--- config.mk ---
export PLATFORM = sky130hd
export DESIGN_NAME = uart_rx_status
export DESIGN_NICKNAME = d
export VERILOG_FILES = /design/src/rtl/uart_rx_status.sv
export SDC_FILE = /design/constraint.sdc
export NUM_CORES = 1
export LEC_CHECK = 0
export ABC_AREA = 1
export BUFFER_PORTS_ARGS = -buffer_cell sky130_fd_sc_hd__buf_2
export CAP_MARGIN = 20
export CORE_MARGIN = 2
export CORE_UTILIZATION = 30
export CTS_CLUSTER_SIZE = 10
export DETAILED_ROUTE_END_ITERATION = 6
export HOLD_SLACK_MARGIN = 0.08
export SYNTH_ARGS = -nofsm -noshare
export SYNTH_HDL_FRONTEND = slang
export SYNTH_SLANG_ARGS = --single-unit
--- constraint.sdc ---
create_clock -name clk -period 1.7 [get_ports clk]
set_input_delay 0.255 -clock clk [delete_from_list [all_inputs] [get_ports clk]]
set_output_delay 0.255 -clock clk [all_outputs]
set_load 0.03 [all_outputs]
--- src/rtl/uart_rx_status.sv ---
module uart_rx_status #(
  parameter int OSR = 16
) (
  input  logic       clk,
  input  logic       rst_n,
  input  logic       rxd,
  input  logic       baud_tick,
  input  logic       sio_en,
  input  logic       rx_en,
  input  logic       cfg_seven,
  input  logic       cfg_par_en,
  input  logic       cfg_par_odd,
  input  logic       cfg_two_stop,
  input  logic       rd_buf,
  input  logic       wr_stat,
  output logic [7:0] buf_data,
  output logic       rx_full,
  output logic       par_err,
  output logic       frm_err,
  output logic       ovr_err,
  output logic       sum_err,
  output logic       rx_irq
);
  localparam int CW   = (OSR > 2) ? $clog2(OSR) : 1;
  localparam int HALF = OSR / 2;

  typedef enum logic [2:0] {S_IDLE, S_START, S_DATA, S_PAR, S_STOP1, S_STOP2} st_t;

  st_t           st;
  logic [CW-1:0] cnt;
  logic [2:0]    bidx;
  logic [7:0]    sh;
  logic          acc, pbit;
  logic          rx_s1, rx_s2, rx_q;

  logic       rx_on, fall, mid, done, take, lost, par_bad, clr_err;
  logic [2:0] last;
  logic [7:0] word;

  assign rx_on   = sio_en & rx_en;
  assign fall    = rx_q & ~rx_s2;
  assign mid     = baud_tick && (cnt == CW'(HALF - 1));
  assign done    = rx_on && mid && (st == S_STOP1);
  assign take    = done && (!rx_full || rd_buf);
  assign lost    = done && rx_full && !rd_buf;
  assign last    = cfg_seven ? 3'd6 : 3'd7;
  assign word    = cfg_seven ? {1'b0, sh[7:1]} : sh;
  assign par_bad = cfg_par_en && (acc ^ pbit ^ cfg_par_odd);
  assign clr_err = wr_stat || !rx_en;
  assign sum_err = par_err | frm_err | ovr_err;

  always_ff @(posedge clk or negedge rst_n) begin
    if (!rst_n) begin
      rx_s1 <= 1'b1;
      rx_s2 <= 1'b1;
      rx_q  <= 1'b1;
    end else begin
      rx_s1 <= rxd;
      rx_s2 <= rx_s1;
      rx_q  <= rx_s2;
    end
  end

  always_ff @(posedge clk or negedge rst_n) begin
    if (!rst_n) begin
      st   <= S_IDLE;
      cnt  <= '0;
      bidx <= '0;
      sh   <= '0;
      acc  <= 1'b0;
      pbit <= 1'b0;
    end else if (!rx_on) begin
      st <= S_IDLE;
    end else if (st == S_IDLE) begin
      if (fall) begin
        st  <= S_START;
        cnt <= '0;
      end
    end else if (baud_tick) begin
      cnt <= (cnt == CW'(OSR - 1)) ? '0 : cnt + 1'b1;
      if (mid) begin
        case (st)
          S_START: begin
            if (rx_s2) st <= S_IDLE;
            else begin
              st   <= S_DATA;
              bidx <= '0;
              acc  <= 1'b0;
            end
          end
          S_DATA: begin
            sh   <= {rx_s2, sh[7:1]};
            acc  <= acc ^ rx_s2;
            bidx <= bidx + 1'b1;
            if (bidx == last) st <= cfg_par_en ? S_PAR : S_STOP1;
          end
          S_PAR: begin
            pbit <= rx_s2;
            st   <= S_STOP1;
          end
          S_STOP1: st <= cfg_two_stop ? S_STOP2 : S_IDLE;
          default: st <= S_IDLE;
        endcase
      end
    end
  end

  always_ff @(posedge clk or negedge rst_n) begin
    if (!rst_n) begin
      buf_data <= '0;
      rx_full  <= 1'b0;
      rx_irq   <= 1'b0;
      par_err  <= 1'b0;
      frm_err  <= 1'b0;
      ovr_err  <= 1'b0;
    end else begin
      rx_irq <= take;
      if (take) begin
        buf_data <= word;
        rx_full  <= 1'b1;
      end else if (rd_buf) begin
        rx_full <= 1'b0;
      end
      if (done && par_bad) par_err <= 1'b1;
      else if (clr_err)    par_err <= 1'b0;
      if (done && !rx_s2)  frm_err <= 1'b1;
      else if (clr_err)    frm_err <= 1'b0;
      if (lost)                     ovr_err <= 1'b1;
      else if (clr_err || !sio_en)  ovr_err <= 1'b0;
    end
  end
endmodule

==> impl_metrics.json <==
{
  "slew_headroom": 0.7492,
  "peakVddDrop_mv": 0.3772,
  "power.leakage_nw": 1.215,
  "drt_iter0_markers": 118,
  "cts-root-buf": "clkbuf_8",
  "area_delta_synth_final_pct": 22.06,
  "grtUsageTotal": 0.1220,
  "synth_area_leaders": "dfrtp_1 (44%), nand2_1 (18%), nand3_1 (5.6%), dfstp_2 (4.2%), inv_1 (4.0%)",
  "synthDistinctLibCells": 24,
  "synth_mux_area_frac": 0,
  "drive_above_1_share": 0.2340,
  "period_share": 0.8876,
  "grt_pass1_wl_um": 6279,
  "drcViolationCount": 0,
  "final_nets": 278,
  "yosysMostFrequentCell": "nand2_1",
  "die_height_um": 82.75,
  "numCtsBuffers": 5,
  "crit_fanout": 14,
  "final-setup-viol-count": 0,
  "grt_pass1_vias": 1427,
  "start_util": 0.3124,
  "grt_max_degree": 23,
  "ys_warn_count": 0,
  "synth-xor-area-share": 0.01883,
  "crit_start": "cnt[0]",
  "die_x_um": 82.75,
  "r2r_start": "cnt[0]",
  "clock_latency_ns": 0.29,
  "clock_skew_ns": 0.009490,
  "min_from": "wr_stat",
  "fin_cells": 340,
  "fillers": 620,
  "multi_input_area_um2": 843.3,
  "cp-end-kind": "flip-flop",
  "status": "finished, final reports clean",
  "synth_ff_type": "dfrtp_1",
  "yosys_register_bits": 36,
  "critical_path_arrival_ns": 1.68,
  "maxCapViolations": 0,
  "ios": 26,
  "avgSynthCellArea_um2": 8.089,
  "synth-edff-count": 0,
  "syn_nets": 244,
  "port_buffers": 25,
  "fmax_mhz": 662.7,
  "dr.pass1.iters": 4,
  "gp_congestion": 0.8181,
  "synth.largest_area_cell": "dfrtp_1",
  "core_area_um2": 5956,
  "finalMaxSlewViolations": 0,
  "register_area_um2": 904.6,
  "worstSetupPathType": "flip-flop to flip-flop",
  "cts-resized-gates": 0,
  "grt_overflow_total": 0,
  "antennaDiodeCount": 0,
  "row_count": 28,
  "hold_class": "input pin to flip-flop",
  "worstPathRequired_ns": 1.88,
  "path_clk_slew_ns": 0.07,
  "clock_sinks": 36,
  "dieArea_um2": 6848,
  "async_reset_ff_frac": 1.000,
  "start_kind": "flip-flop",
  "setup_tns_ns": 0,
  "drt-vias-per-instance": 4.562,
  "synthTopCellsByCount": "nand2_1 (87), dfrtp_1 (33), nand3_1 (21)",
  "worst_pin_slew_ns": 0.3762,
  "finalHoldViolations": 0,
  "ctsHtreeMaxLevel": 2,
  "wl_per_cell_um": 10.97,
  "tritoncts": "yes",
  "synth_compound_gate_area_share": 0.07868,
  "fin_crit_ns": 1.509,
  "placed_cells": 330,
  "dpl.hpwl_um": 2816,
  "p_per_area_nw_per_um2": 903.3,
  "cts.path.max_buffers": 2,
  "synth_top_area_frac": 0.4438,
  "antenna_found_initial": 0,
  "syn_inst": 230,
  "ys_seq_area_frac": 0.4862,
  "rsz0062_at_grt": "no",
  "num_vias": 1551,
  "final_core_util": 0.3813,
  "synth-simple-area-share": 0.3423,
  "synthAdderAreaFrac": 0.01345,
  "synth_top_family_by_area": "simple AND/OR/NAND/NOR gates",
  "antenna_left": 0,
  "syn_area_um2": 1861,
  "drt_wl_total_um": 3729
}
-- what timing repair did --
item                                   in CTS  in global routing
setup buffers                               0                  0
endpoints found under the hold margin      13                  0
hold buffers                                2                  0
-- registers in the layout, summed over array words and instances, names as in the netlist --
| name | cells |
|---|---|
| acc | 1 |
| bidx | 3 |
| buf_data | 8 |
| cnt | 4 |
| frm_err | 1 |
| ovr_err | 1 |
| par_err | 1 |
| pbit | 1 |
| rx_full | 1 |
| rx_irq | 1 |
| rx_q | 1 |
| rx_s1 | 1 |
| rx_s2 | 1 |
| sh | 8 |
| st | 3 |
-- per-layer routing --
metal | up-vias | track usage | wire (um)
met5 | - | 0 | 0
met4 | 0 | 0.05410 | 81
met3 | 7 | 0.03370 | 204
met2 | 43 | 0.1903 | 1641
met1 | 706 | 0.1575 | 1802
li1 | 795 | - | -
-- placed cells by master (no fill, tap or decap), types with 4 or more instances in the layout --
master / instances
dfrtp_1: 33
o21ai_0: 13
clkbuf_8: 5
nand3_1: 21
o21ai_2: 6
a21oi_1: 4
nand2_2: 5
nand2_1: 87
nand4_1: 4
nor2_4: 4
inv_2: 4
nor2_1: 10
buf_2: 25
inv_1: 20
-- report_power, final --
group	internal, mW	switching [mW]	total (mW)
logic	0.0408	0.0731	0.114
clock network	0.734	0.315	1.05
registers	0.872	0.0158	0.888
-- metrics by stage --
stage	power, mW	setup slack, ns	hold slack (ns)	instance area (um2)
finish	2.051	0.1911	0.1762	2271
global route	2.129	0.04056	0.1934	2271
CTS	2.079	0.1835	0.1820	2271
detailed placement	1.018	0.1997	0.1982	2092
floorplan	0.9589	0.2925	-0.04059	1861
global placement	1.016	0.2141	0.1972	2092
-- layout make-up --
| cell class | instances | area share |
|---|---|---|
| Sequential cell | 36 | 0.3983 |
| Multi-Input combinational cell | 167 | 0.3713 |
| Timing Repair Buffer | 30 | 0.07934 |
| Tap cell | 75 | 0.04132 |
| Clock inverter | 3 | 0.03967 |
| Inverter | 24 | 0.03967 |
| Clock buffer | 5 | 0.03030 |
-- cell families after synthesis --
family | after synthesis
fa+ha+maj | 2
simple gates | 137
xor+xnor | 4
flops | 36
compound gates | 24
buf+inv | 27
-- worst paths after layout --
check / cells after the start / slack [ns] / endpoint
worst max-delay path: 8 / 0.19 / sh[2]
worst min-delay path: 2 / 0.18 / ovr_err
worst max register to register: 8 / 0.19 / sh[2]
worst min register to register: 0 / 0.36 / rx_s2
max in group asynchronous: 3 / 0.77 / rx_q
min in group asynchronous: 2 / 0.41 / bidx[2]
-- worst max-delay path, stage by stage (launching register included) --
cell     delay, ns
dfrtp_1       0.40
ha_1          0.20
nand2_2       0.08
nor2_4        0.16
nand2_4       0.10
nor2_8        0.14
nand2_4       0.15
nand2_1       0.11
o21ai_2       0.05
No activity file was read; power rests on OpenSTA's default activity.
